<file path="src/rtl/fts_pkg.sv">
package fts_pkg;

  localparam int unsigned OPC_W            = 8;
  localparam int unsigned RST_SYNC_STAGES  = 2;
  localparam logic [OPC_W-1:0] OPC_SLOW_READ = 8'h03;

  typedef enum logic [1:0] {
    KIND_PLAIN       = 2'b00,
    KIND_BYTE_PROG   = 2'b01,
    KIND_BLOCK_ERASE = 2'b10,
    KIND_CHIP_ERASE  = 2'b11
  } op_kind_e;

  typedef enum logic [1:0] {
    SEQ_PWRUP = 2'd0,
    SEQ_IDLE  = 2'd1,
    SEQ_XFER  = 2'd2,
    SEQ_HOLD  = 2'd3
  } seq_state_e;

  function automatic longint unsigned ceil_div(longint unsigned a, longint unsigned b);
    return (a + b - 64'd1) / b;
  endfunction

  function automatic longint unsigned max2(longint unsigned a, longint unsigned b);
    return (a > b) ? a : b;
  endfunction

  function automatic longint unsigned at_least_one(longint unsigned v);
    return (v == 64'd0) ? 64'd1 : v;
  endfunction

  // delay in ns -> system cycles, rounded up, never zero
  function automatic longint unsigned ns_to_cycles(longint unsigned ns, longint unsigned hz);
    return at_least_one(ceil_div(ns * hz, 64'd1_000_000_000));
  endfunction

  // SCK phase length in cycles: the longer of the minimum phase and half the period limit
  function automatic longint unsigned phase_cycles(longint unsigned min_ps,
                                                   longint unsigned fmax_hz,
                                                   longint unsigned hz);
    longint unsigned half_ps;
    half_ps = max2(min_ps, ceil_div(64'd1_000_000_000_000, 64'd2 * fmax_hz));
    return at_least_one(ceil_div(half_ps * hz, 64'd1_000_000_000_000));
  endfunction

  function automatic int unsigned width_for(longint unsigned v);
    return (v < 64'd2) ? 1 : $clog2(v + 64'd1);
  endfunction

endpackage

</file>
<file path="src/rtl/fts_reset_sync.sv">
module fts_reset_sync #(
  parameter int unsigned STAGES = 2
) (
  input  logic clk,
  input  logic rst_n,
  output logic rst_ni
);

  logic [STAGES-1:0] sync_q;
  logic [STAGES-1:0] sync_d;

  always_comb begin
    sync_d = {sync_q[STAGES-2:0], 1'b1};
  end

  always_ff @(posedge clk or negedge rst_n) begin
    if (!rst_n) begin
      sync_q <= '0;
    end else begin
      sync_q <= sync_d;
    end
  end

  assign rst_ni = sync_q[STAGES-1];

endmodule

</file>
<file path="src/rtl/fts_wait_timer.sv">
module fts_wait_timer #(
  parameter int unsigned      CNT_W   = 8,
  parameter logic [CNT_W-1:0] RST_VAL = '0
) (
  input  logic             clk,
  input  logic             rst_ni,
  input  logic             load,
  input  logic [CNT_W-1:0] load_val,
  output logic             expired
);

  logic [CNT_W-1:0] cnt_q;
  logic [CNT_W-1:0] cnt_d;
  logic             cnt_en;

  always_comb begin
    cnt_en = load || (cnt_q != '0);
    cnt_d  = load ? load_val : (cnt_q - CNT_W'(1));
  end

  always_ff @(posedge clk or negedge rst_ni) begin
    if (!rst_ni) begin
      cnt_q <= RST_VAL;
    end else if (cnt_en) begin
      cnt_q <= cnt_d;
    end
  end

  assign expired = (cnt_q == '0);


  timer_no_wrap_chk: assert property (@(posedge clk) disable iff (!rst_ni)
    (expired && !load) |=> expired);


  timer_progress_chk: assert property (@(posedge clk) disable iff (!rst_ni)
    (!expired && !load) |=> (cnt_q < $past(cnt_q)));

endmodule

</file>
<file path="src/rtl/fts_sck_select.sv">
module fts_sck_select
  import fts_pkg::*;
#(
  parameter int unsigned       HALF_W    = 8,
  parameter logic [HALF_W-1:0] SLOW_HALF = '0,
  parameter logic [HALF_W-1:0] FAST_HALF = '0
) (
  input  logic              clk,
  input  logic              rst_ni,
  input  logic              load_en,
  input  logic [OPC_W-1:0]  opcode,
  output logic              sck_slow,
  output logic [HALF_W-1:0] sck_half
);

  logic              slow_d, slow_q;
  logic [HALF_W-1:0] half_d, half_q;

  always_comb begin
    slow_d = (opcode == OPC_SLOW_READ);
    half_d = slow_d ? SLOW_HALF : FAST_HALF;
  end

  always_ff @(posedge clk or negedge rst_ni) begin
    if (!rst_ni) begin
      slow_q <= 1'b0;
      half_q <= FAST_HALF;
    end else if (load_en) begin
      slow_q <= slow_d;
      half_q <= half_d;
    end
  end

  assign sck_slow = slow_q;
  assign sck_half = half_q;


  sck_hold_chk: assert property (@(posedge clk) disable iff (!rst_ni)
    !load_en |=> ($stable(sck_half) && $stable(sck_slow)));

endmodule

</file>
<file path="src/rtl/fts_ctrl.sv">
module fts_ctrl
  import fts_pkg::*;
#(
  parameter int unsigned      CNT_W     = 8,
  parameter logic [CNT_W-1:0] GAP_LD    = '0,
  parameter logic [CNT_W-1:0] PROG_LD   = '0,
  parameter logic [CNT_W-1:0] BERASE_LD = '0,
  parameter logic [CNT_W-1:0] CERASE_LD = '0
) (
  input  logic             clk,
  input  logic             rst_ni,
  input  logic             cmd_valid,
  input  logic [OPC_W-1:0] cmd_opcode,
  input  logic [1:0]       cmd_kind,
  input  logic             spi_done,
  input  logic             timer_expired,
  output logic             timer_load,
  output logic [CNT_W-1:0] timer_val,
  output logic             sck_load,
  output logic             cmd_ready,
  output logic             start,
  output logic [OPC_W-1:0] opcode,
  output logic             busy
);

  seq_state_e       state_q, state_d;
  op_kind_e         kind_q, kind_d;
  logic [OPC_W-1:0] opc_q, opc_d;
  logic             start_q, start_d;
  logic [CNT_W-1:0] hold_ld;

  // wait length after the transfer, chosen by operation kind
  always_comb begin
    case (kind_q)
      KIND_BYTE_PROG:   hold_ld = PROG_LD;
      KIND_BLOCK_ERASE: hold_ld = BERASE_LD;
      KIND_CHIP_ERASE:  hold_ld = CERASE_LD;
      default:          hold_ld = GAP_LD;
    endcase
  end

  always_comb begin
    state_d    = state_q;
    kind_d     = kind_q;
    opc_d      = opc_q;
    start_d    = 1'b0;
    timer_load = 1'b0;
    timer_val  = hold_ld;
    case (state_q)
      SEQ_PWRUP: begin
        if (timer_expired) state_d = SEQ_IDLE;
      end
      SEQ_IDLE: begin
        if (cmd_valid) begin
          state_d = SEQ_XFER;
          start_d = 1'b1;
          opc_d   = cmd_opcode;
          kind_d  = op_kind_e'(cmd_kind);
        end
      end
      SEQ_XFER: begin
        if (spi_done) begin
          state_d    = SEQ_HOLD;
          timer_load = 1'b1;
        end
      end
      SEQ_HOLD: begin
        if (timer_expired) state_d = SEQ_IDLE;
      end
      default: state_d = SEQ_PWRUP;
    endcase
  end

  always_ff @(posedge clk or negedge rst_ni) begin
    if (!rst_ni) begin
      state_q <= SEQ_PWRUP;
      kind_q  <= KIND_PLAIN;
      opc_q   <= '0;
      start_q <= 1'b0;
    end else begin
      state_q <= state_d;
      kind_q  <= kind_d;
      opc_q   <= opc_d;
      start_q <= start_d;
    end
  end

  assign sck_load  = start_d;
  assign cmd_ready = (state_q == SEQ_IDLE);
  assign start     = start_q;
  assign opcode    = opc_q;
  assign busy      = (state_q == SEQ_XFER) ||
                     ((state_q == SEQ_HOLD) && (kind_q != KIND_PLAIN));


  accept_only_idle_chk: assert property (@(posedge clk) disable iff (!rst_ni)
    (state_q != SEQ_IDLE) |=> !start_q);


  start_single_pulse_chk: assert property (@(posedge clk) disable iff (!rst_ni)
    start_q |=> !start_q);


  opcode_hold_chk: assert property (@(posedge clk) disable iff (!rst_ni)
    (state_q != SEQ_IDLE) |=> $stable(opc_q));


  stray_done_chk: assert property (@(posedge clk) disable iff (!rst_ni)
    (state_q == SEQ_IDLE && !cmd_valid) |=> (state_q == SEQ_IDLE));


  pwrup_wait_chk: assert property (@(posedge clk) disable iff (!rst_ni)
    (state_q == SEQ_PWRUP && !timer_expired) |=> (state_q == SEQ_PWRUP));


  busy_in_xfer_chk: assert property (@(posedge clk) disable iff (!rst_ni)
    start_q |-> busy);

endmodule

</file>
<file path="src/rtl/flash_timing_seq.sv">
module flash_timing_seq
  import fts_pkg::*;
#(
  parameter int unsigned SYS_CLK_HZ     = 50_000_000,
  parameter int unsigned PWRUP_NS       = 100_000,
  parameter int unsigned CS_GAP_NS      = 50,
  parameter int unsigned BYTE_PROG_NS   = 10_000,
  parameter int unsigned BLOCK_ERASE_NS = 25_000_000,
  parameter int unsigned CHIP_ERASE_NS  = 50_000_000,
  parameter int unsigned SLOW_FMAX_HZ   = 33_000_000,
  parameter int unsigned FAST_FMAX_HZ   = 80_000_000,
  parameter int unsigned SLOW_PHASE_PS  = 13_000,
  parameter int unsigned FAST_PHASE_PS  = 6_000,
  parameter int unsigned HALF_W         = 8
) (
  input  logic              clk,
  input  logic              rst_n,
  input  logic              cmd_valid,
  output logic              cmd_ready,
  input  logic [7:0]        cmd_opcode,
  input  logic [1:0]        cmd_kind,
  output logic              spi_start,
  output logic [7:0]        spi_opcode,
  output logic              spi_sck_slow,
  output logic [HALF_W-1:0] spi_sck_half,
  input  logic              spi_done,
  output logic              busy
);

  localparam longint unsigned PWRUP_CYC  = ns_to_cycles(PWRUP_NS, SYS_CLK_HZ);
  localparam longint unsigned GAP_CYC    = ns_to_cycles(CS_GAP_NS, SYS_CLK_HZ);
  localparam longint unsigned PROG_CYC   = max2(GAP_CYC, ns_to_cycles(BYTE_PROG_NS, SYS_CLK_HZ));
  localparam longint unsigned BERASE_CYC = max2(GAP_CYC, ns_to_cycles(BLOCK_ERASE_NS, SYS_CLK_HZ));
  localparam longint unsigned CERASE_CYC = max2(GAP_CYC, ns_to_cycles(CHIP_ERASE_NS, SYS_CLK_HZ));
  localparam longint unsigned MAX_CYC    = max2(max2(PWRUP_CYC, CERASE_CYC),
                                                max2(BERASE_CYC, PROG_CYC));
  localparam int unsigned     CNT_W      = width_for(MAX_CYC);

  localparam logic [CNT_W-1:0] PWRUP_LD  = CNT_W'(PWRUP_CYC - 64'd1);
  localparam logic [CNT_W-1:0] GAP_LD    = CNT_W'(GAP_CYC - 64'd1);
  localparam logic [CNT_W-1:0] PROG_LD   = CNT_W'(PROG_CYC - 64'd1);
  localparam logic [CNT_W-1:0] BERASE_LD = CNT_W'(BERASE_CYC - 64'd1);
  localparam logic [CNT_W-1:0] CERASE_LD = CNT_W'(CERASE_CYC - 64'd1);

  localparam logic [HALF_W-1:0] SLOW_HALF =
    HALF_W'(phase_cycles(SLOW_PHASE_PS, SLOW_FMAX_HZ, SYS_CLK_HZ));
  localparam logic [HALF_W-1:0] FAST_HALF =
    HALF_W'(phase_cycles(FAST_PHASE_PS, FAST_FMAX_HZ, SYS_CLK_HZ));

  logic             rst_ni;
  logic             timer_load;
  logic [CNT_W-1:0] timer_val;
  logic             timer_expired;
  logic             sck_load;

  fts_reset_sync #(
    .STAGES (RST_SYNC_STAGES)
  ) u_rst_sync (
    .clk    (clk),
    .rst_n  (rst_n),
    .rst_ni (rst_ni)
  );

  fts_wait_timer #(
    .CNT_W   (CNT_W),
    .RST_VAL (PWRUP_LD)
  ) u_timer (
    .clk      (clk),
    .rst_ni   (rst_ni),
    .load     (timer_load),
    .load_val (timer_val),
    .expired  (timer_expired)
  );

  fts_ctrl #(
    .CNT_W     (CNT_W),
    .GAP_LD    (GAP_LD),
    .PROG_LD   (PROG_LD),
    .BERASE_LD (BERASE_LD),
    .CERASE_LD (CERASE_LD)
  ) u_ctrl (
    .clk           (clk),
    .rst_ni        (rst_ni),
    .cmd_valid     (cmd_valid),
    .cmd_opcode    (cmd_opcode),
    .cmd_kind      (cmd_kind),
    .spi_done      (spi_done),
    .timer_expired (timer_expired),
    .timer_load    (timer_load),
    .timer_val     (timer_val),
    .sck_load      (sck_load),
    .cmd_ready     (cmd_ready),
    .start         (spi_start),
    .opcode        (spi_opcode),
    .busy          (busy)
  );

  fts_sck_select #(
    .HALF_W    (HALF_W),
    .SLOW_HALF (SLOW_HALF),
    .FAST_HALF (FAST_HALF)
  ) u_sck_sel (
    .clk      (clk),
    .rst_ni   (rst_ni),
    .load_en  (sck_load),
    .opcode   (cmd_opcode),
    .sck_slow (spi_sck_slow),
    .sck_half (spi_sck_half)
  );

endmodule

</file>
<file path="config.mk">
export PLATFORM = sky130hd
export DESIGN_NAME = flash_timing_seq
export DESIGN_NICKNAME = d
export VERILOG_FILES = /design/src/rtl/fts_pkg.sv /design/src/rtl/fts_reset_sync.sv /design/src/rtl/fts_wait_timer.sv /design/src/rtl/fts_sck_select.sv /design/src/rtl/fts_ctrl.sv /design/src/rtl/flash_timing_seq.sv
export SDC_FILE = /design/constraint.sdc
export NUM_CORES = 1
export LEC_CHECK = 0
export BUFFER_PORTS_ARGS = -buffer_cell sky130_fd_sc_hd__buf_2
export CORE_MARGIN = 8
export CORE_UTILIZATION = 40
export DETAILED_ROUTE_END_ITERATION = 10
export PLACE_DENSITY = 0.68
export REMOVE_ABC_BUFFERS = 1
export SYNTH_ARGS = -nofsm -noshare
export SYNTH_HDL_FRONTEND = slang
export SYNTH_SLANG_ARGS = --single-unit
</file>
<file path="constraint.sdc">
create_clock -name clk -period 1.55 [get_ports clk]
set_input_delay 0.3875 -clock clk [delete_from_list [all_inputs] [get_ports clk]]
set_output_delay 0.3875 -clock clk [all_outputs]
set_load 0.02 [all_outputs]
</file>
==> results of run 1 <==
==> placed cells by master, fill, tap and decap left out, drive strengths merged, types with 2 or more instances in the layout <==
| master | count |
|---|---|
| inv | 12 |
| nor3 | 6 |
| nand4 | 4 |
| nand2b | 3 |
| nor3b | 2 |
| a211oi | 2 |
| o22ai | 2 |
| or4 | 4 |
| and4 | 2 |
| o31a | 3 |
| buf | 95 |
| a31o | 2 |
| xnor2 | 4 |
| clkbuf | 6 |
| nor2 | 14 |
| a31oi | 2 |
| ha | 10 |
| conb | 9 |
| o31ai | 2 |
| and2 | 2 |
| nand2 | 18 |
| mux2i | 4 |
| o41ai | 2 |
| a21oi | 5 |
| dfstp | 7 |
| mux2 | 8 |
| o21ai | 17 |
| nor4 | 8 |
| xor2 | 3 |
| nand3 | 5 |
| dfrtp | 31 |
==> power by group through the flow <==
stage               Clock (mW)  Sequential (mW)  Combinational, mW
detailed placement           0             1.61               2.12
CTS                      0.737             1.64               2.70
global route             0.784             1.68               3.24
global placement             0             1.59               2.07
floorplan                    0             1.74               1.04
finish                   0.724             1.64               3.01
==> worst register-to-register path, stage by stage, from the launching register on <==
cell and delay [ns]:
dfrtp_1 0.41, nor4_2 0.28, buf_4 0.16, nand4_1 0.09, buf_6 0.16, or4_1 0.46
a21oi_1 0.14
==> worst paths after layout <==
path / endpoint
worst max register to register: u_timer.cnt_q[19]
worst min register to register: u_ctrl.kind_q[0]
worst max-delay path: u_timer.cnt_q[19]
worst min-delay path: u_ctrl.kind_q[0]
max in group asynchronous: u_timer.cnt_q[9]
min in group clk: u_ctrl.kind_q[0]
==> cells in the mapped netlist, types with 4 or more instances <==
cell type	number	share of area [%]
dfrtp_1	31	36
nand2_1	18	3.1
nor2_1	14	2.4
o21ai_1	13	3.0
inv_1	11	1.9
ha_1	10	5.8
buf_4	8	2.8
dfstp_2	7	8.5
mux2_1	7	3.6
nor3_1	6	1.4
a21oi_1	5	1.2
nand3_1	5	1.2
clkbuf_1	4	0.69
mux2i_1	4	1.8
nand4_1	4	1.2
nor4_1	4	1.2
xnor2_1	4	1.6
==> layer usage <==
metal	track usage, %	up-vias
met5	0	-
li1	-	961
met3	4.55	6
met1	19.7	965
met2	27.1	50
met4	5.59	0
==> through the flow <==
step | TNS, ns | area, um2 | hold WS, ns
6_report | -2.96 | 3310 | 0.294
5_1_grt | -4.78 | 3310 | 0.303
4_1_cts | -2.04 | 3170 | 0.305
3_5_place_dp | -5.32 | 2710 | 0.176
3_3_place_gp | -3.88 | 2710 | 0.174
2_1_floorplan | -3.24 | 2110 | 0.0919
==> state kept, by name, indices dropped and copies added, names as in the netlist <==
register / count
u_sck_sel.sck_slow: 1
u_ctrl.state_q: 2
u_ctrl.start: 1
u_ctrl.opcode: 8
u_rst_sync.sync_q: 2
u_timer.cnt_q: 22
u_ctrl.kind_q: 2
==> kinds of logic (layout without fill, tap and decap cells) <==
group,Yosys count,after routing,share of synthesized area [%]
AND/OR/NAND/NOR,73,74,20.0
AO/OA/AOI/OAI,46,46,14.7
flip-flops,38,38,44.3
buffers and inverters,26,116,6.01
multiplexers,12,12,6.01
adder cells (fa/ha/maj),10,10,5.78
XOR/XNOR,7,7,2.83
other,2,9,0.347
==> repair_timing <==
item | CTS | global route
buffers inserted | 15 | 7
endpoints found under the hold margin | 2 | 0
hold buffers | 1 | 0
pin swaps | 23 | 16
endpoints found under the setup margin | 26 | 26
cloned | 1 | 0
resized for setup | 57 | 22
==> area by class of cell <==
cell class	instances	area [um2]	area share [%]
Timing Repair Buffer	96	747	22.6
Multi-Input combinational cell	158	1370	41.5
Clock inverter	2	12.5	0.378
Inverter	12	45.0	1.36
Clock buffer	6	82.6	2.50
Tap cell	70	87.6	2.65
Sequential cell	38	961	29.1
==> impl_metrics.env, run 1 <==
export IMPL_status="finished, violations left"
export IMPL_violations="negative setup slack"
export IMPL_rsz0062_at_grt="yes"
export IMPL_crit_chain="nor4_2, buf_4, nand4_1, buf_6, or4_1, a21oi_1"
export IMPL_drv_slew=0
export IMPL_met1_length_um=2690
export IMPL_p_int_mw=3.27
export IMPL_worst_clock_skew_ns=0.0120
export IMPL_worstSetupStartpointType="register"
export IMPL_hold_violations=0
export IMPL_clockBufferDepth=2
export IMPL_drt_total_wl_um=6070
export IMPL_cts_root_buf="clkbuf_8"
export IMPL_antenna_cells=0
export IMPL_hold_path_class="register to async pin"
export IMPL_die_h_um=89.6
export IMPL_via_per_inst=5.19
export IMPL_setup_viol=25
export IMPL_pwr_share_clk_pct=13.5
export IMPL_grt_remaining_overflow=0
export IMPL_nFillCells=407
export IMPL_syn2layout_area_growth_pct=52.7
export IMPL_power_density_nw_per_um2=1620
export IMPL_r2r_cells=6
export IMPL_routabilityCongestion=0.873
export IMPL_wl_per_cell_um=15.9
export IMPL_p_sw_share_pct=39.2
export IMPL_initial_utilization_pct=41.9
export IMPL_yosysWarnings=0
export IMPL_highest_layer="met4"
export IMPL_drive_gt1_share_pct=54.2
export IMPL_core_area_um2=5170
export IMPL_fmax_ghz=0.564
export IMPL_antenna_left=0
export IMPL_grt_pass1_vias=2068
export IMPL_rrSetupSlack_ns=-0.22
export IMPL_synth_main_ff_cell="dfrtp_1"
export IMPL_num_io_pins=34
export IMPL_vias=1982
export IMPL_critPathMaxFanout=8
export IMPL_cp_arrival_ns=1.99
export IMPL_p_sw_mw=2.11
export IMPL_setup_ws_ns=-0.222
export IMPL_power_total_mw=5.37
export IMPL_rows=26
export IMPL_rr_startpoint="u_timer.cnt_q[15]"
export IMPL_detailedPlace_worstSlack_ns=-0.335
export IMPL_grt_max_degree=37
export IMPL_insertion_delay_ns=0.30
export IMPL_cts_sinks=38
export IMPL_netlist_instances=214
export IMPL_die_x_um=89.6
export IMPL_final_util_pct=63.9
export IMPL_path_depth=6
export IMPL_crit_required_ns=1.77
export IMPL_wl_met3_um=344
export IMPL_route_detailed_drc=0
export IMPL_fin_crit_sh_pct=114
export IMPL_cpMaxStageDelayCell="or4_1"
export IMPL_die_area_um2=8030
export IMPL_drt_pre_antenna_iters=4
export IMPL_grt_pass1_wl_um=9980
export IMPL_fin_crit_ns=1.77
export IMPL_p_leak_nw=1.50
export IMPL_path_buf_inv=2
export IMPL_crit_type="register to register"
export IMPL_cp_end_kind="register"
export IMPL_p_comb_share_pct=55.9
export IMPL_io_buffers=25
export IMPL_ys_async_sr_fraction_pct=100
export IMPL_grt_use_total_pct=16.3
export IMPL_syn_avg_cell_area_um2=10.1
export IMPL_synth_area_um2=2170
export IMPL_hpwl_um=4090
export IMPL_synth_cell_types=55
export IMPL_cts_buffers=5
export IMPL_drv_cap=0
export IMPL_first_iter_violations=79
export IMPL_max_stage_delay_ns=0.46
export IMPL_synth_seq_cells=38
export IMPL_synth_seq_area_share_pct=44.3
export IMPL_vdd_drop_max_uv=867
export IMPL_synth_edf_count=0
export IMPL_h_tree_depth=2
export IMPL_finalNonFillerCells=382
export IMPL_met2_length_um=2960
export IMPL_startpoint="u_timer.cnt_q[15]"
export IMPL_dp_cells=350
export IMPL_pwr_share_seq_pct=30.6
export IMPL_path_clk_slew_ns=0.08
export IMPL_grt_antenna_before_repair=0
export IMPL_critPathTopFamily="simple AND/OR/NAND/NOR gates"
export IMPL_tritoncts="yes"
export IMPL_fin_nets=335
No activity file was read; power rests on OpenSTA's default activity.
==> run 2, diff against run 1 <==
--- a/config.mk
+++ b/config.mk
@@ -5,7 +5,7 @@
 export SDC_FILE = /design/constraint.sdc
 export NUM_CORES = 1
 export LEC_CHECK = 0
-export BUFFER_PORTS_ARGS = -buffer_cell sky130_fd_sc_hd__buf_2
+export BUFFER_PORTS_ARGS = -buffer_cell sky130_fd_sc_hd__buf_4
 export CORE_MARGIN = 8
 export CORE_UTILIZATION = 40
 export DETAILED_ROUTE_END_ITERATION = 10
==> run 2 against run 1 <==
The flow still finishes with violations (negative setup slack). Clock skew down 0.0050 ns. Core utilization down 1.0 points. Critical path depth unchanged. Final cell count down 2.6%. Combinational power down 7.6%. Sequential share of layout area up 0.48 points. Count of clock-buffer cells in the layout down 1. First-iteration DRC count up 7.6%. Via count about the same. Power down 1.3%. Setup slack worse by 0.0092 ns. Critical path type unchanged. Largest cell class unchanged.
==> impl_metrics.env, run 2 (synthesized netlist as in run 1, its figures left out) <==
export IMPL_status="finished, violations left"
export IMPL_violations="negative setup slack"
export IMPL_hold_path_class="register to async pin"
export IMPL_r2r_cells=6
export IMPL_h_tree_depth=2
export IMPL_power_density_nw_per_um2=1630
export IMPL_mostFrequentLayoutCells="76 x buf_4, 30 x dfrtp_1, 13 x nand2_1"
export IMPL_rr_startpoint="u_timer.cnt_q[0]"
export IMPL_fin_crit_sh_pct=115
export IMPL_final_util_pct=62.9
export IMPL_antenna_cells=0
export IMPL_rows=26
export IMPL_rr_endpoint="u_timer.cnt_q[19]"
export IMPL_insertion_delay_ns=0.30
export IMPL_holdWs_ns=0.285
export IMPL_route_detailed_drc=0
export IMPL_drt_total_wl_um=5940
export IMPL_initial_utilization_pct=41.9
export IMPL_crit_type="register to register"
export IMPL_p_sw_share_pct=38.5
export IMPL_die_area_um2=8030
export IMPL_cts_buffers=5
export IMPL_die_x_um=89.6
export IMPL_p_comb_share_pct=52.4
export IMPL_cp_end_kind="register"
export IMPL_largest_reg_flops=22
export IMPL_grt_antenna_before_repair=0
export IMPL_cts_sinks=38
export IMPL_drive_gt1_share_pct=51.3
export IMPL_grt_pass1_wl_um=9800
export IMPL_cts_root_buf="clkbuf_8"
export IMPL_setup_viol=26
export IMPL_clockBufferDepth=2
export IMPL_vias=1981
export IMPL_drt_pre_antenna_iters=4
export IMPL_cpMaxStageDelayCell="dfstp_2"
export IMPL_crit_required_ns=1.78
export IMPL_grt_use_total_pct=15.7
export IMPL_worstSetupStartpointType="register"
export IMPL_worst_clock_skew_ns=0.00700
export IMPL_setup_ws_ns=-0.231
export IMPL_fin_crit_ns=1.78
export IMPL_critPathMaxFanout=4
export IMPL_via_per_inst=5.33
export IMPL_grt_max_degree=37
export IMPL_rsz0062_at_grt="yes"
export IMPL_hold_violations=0
export IMPL_antenna_left=0
export IMPL_path_clk_slew_ns=0.08
export IMPL_critPathTopFamily="simple AND/OR/NAND/NOR gates"
export IMPL_top_register="u_timer.cnt_q"
export IMPL_rrSetupSlack_ns=-0.23
export IMPL_wl_per_cell_um=16.0
export IMPL_final_common_cell="buf_4"
export IMPL_routabilityCongestion=0.843
export IMPL_p_sw_mw=2.04
export IMPL_io_buffers=25
export IMPL_vdd_drop_max_uv=901
export IMPL_p_leak_nw=1.45
export IMPL_path_buf_inv=1
export IMPL_crit_chain="inv_2, ha_4, nor4b_4, and2_4, or4_4, a21oi_2"
export IMPL_fmax_ghz=0.561
export IMPL_grt_remaining_overflow=0
export IMPL_tritoncts="yes"
export IMPL_max_stage_delay_ns=0.55
export IMPL_p_int_mw=3.26
export IMPL_pwr_share_clk_pct=15.9
export IMPL_drv_cap=0
export IMPL_fin_nets=325
export IMPL_cp_arrival_ns=2.01
export IMPL_pwr_share_seq_pct=31.6
export IMPL_first_iter_violations=85
export IMPL_syn2layout_area_growth_pct=50.2
export IMPL_grt_pass1_vias=2094
export IMPL_die_h_um=89.6
export IMPL_num_io_pins=34
export IMPL_hpwl_um=3930
export IMPL_drv_slew=0
export IMPL_core_area_um2=5170
-- run 2: cell types whose count changed in the layout (fill, tap and decap cells not counted), sizes merged --
cell and delta:
buf -9, and4 -1, bufinv +1, clkbuf -1, clkinv +1, clkinvlp -1
-- run 2: layout make-up --
type	instances	area, um2
Timing Repair Buffer	87	702
Inverter	12	45.0
Clock inverter	3	40.0
Clock buffer	5	68.8
Multi-Input combinational cell	157	1350
Sequential cell	38	961
Tap cell	70	87.6
Fill cell	390	1920
-- run 2: worst max-delay path by stage --
stage | startpoint | endpoint | slack (ns) | depth (start not counted)
2_1_floorplan | u_timer.cnt_q[0] | u_timer.cnt_q[19] | -0.40 | 6
3_3_place_gp | u_timer.cnt_q[0] | u_timer.cnt_q[19] | -0.28 | 6
3_5_place_dp | u_timer.cnt_q[0] | u_timer.cnt_q[19] | -0.34 | 6
4_1_cts | u_timer.cnt_q[1] | u_timer.cnt_q[19] | -0.21 | 6
5_1_grt | u_timer.cnt_q[0] | u_timer.cnt_q[19] | -0.25 | 6
6_report | u_timer.cnt_q[0] | u_timer.cnt_q[19] | -0.23 | 6
-- run 2: repair_timing --
action                                  in CTS  in global routing
hold buffers                                 1                  0
endpoints found under the setup margin      25                 26
setup buffers                               11                  5
hold endpoints to repair                     2                  0
resized for setup                           46                 20
pin swaps                                   21                 11
-- run 2: through the flow --
stage               cells  setup WS (ns)  area (um2)  power (mW)  setup TNS, ns
floorplan             207         -0.395        2110        2.77          -3.24
global placement      347         -0.283        2730        3.66          -4.62
detailed placement    347         -0.340        2730        3.71          -5.86
CTS                   367         -0.211        3140        5.03          -2.51
global route          372         -0.253        3250        5.62          -4.26
finish                372         -0.231        3250        5.30          -2.72
-- run 2: layer usage --
layer / vias up / routed length (um) / part of all wire, % / GRT usage [%]
li1: 927 / - / - / -
met1: 969 / 2550 / 43 / 18.5
met2: 72 / 2900 / 49 / 26.0
met3: 13 / 367 / 6.2 / 4.55
met4: 0 / 116 / 2.0 / 6.50
met5: - / 0 / 0 / 0
-- run 2: power by group through the flow --
stage / clock network [mW] / logic [mW] / registers [mW]
2_1_floorplan: 0 / 1.04 / 1.74
3_3_place_gp: 0 / 2.05 / 1.61
3_5_place_dp: 0 / 2.09 / 1.62
4_1_cts: 0.862 / 2.51 / 1.66
5_1_grt: 0.897 / 3.01 / 1.72
6_report: 0.845 / 2.78 / 1.68
-- run 2: worst register-to-register path, cell delays in order (launching register included) --
cell     delay [ns]
dfstp_2        0.55
inv_2          0.05
ha_4           0.16
nor4b_4        0.13
and2_4         0.16
or4_4          0.53
a21oi_2        0.13
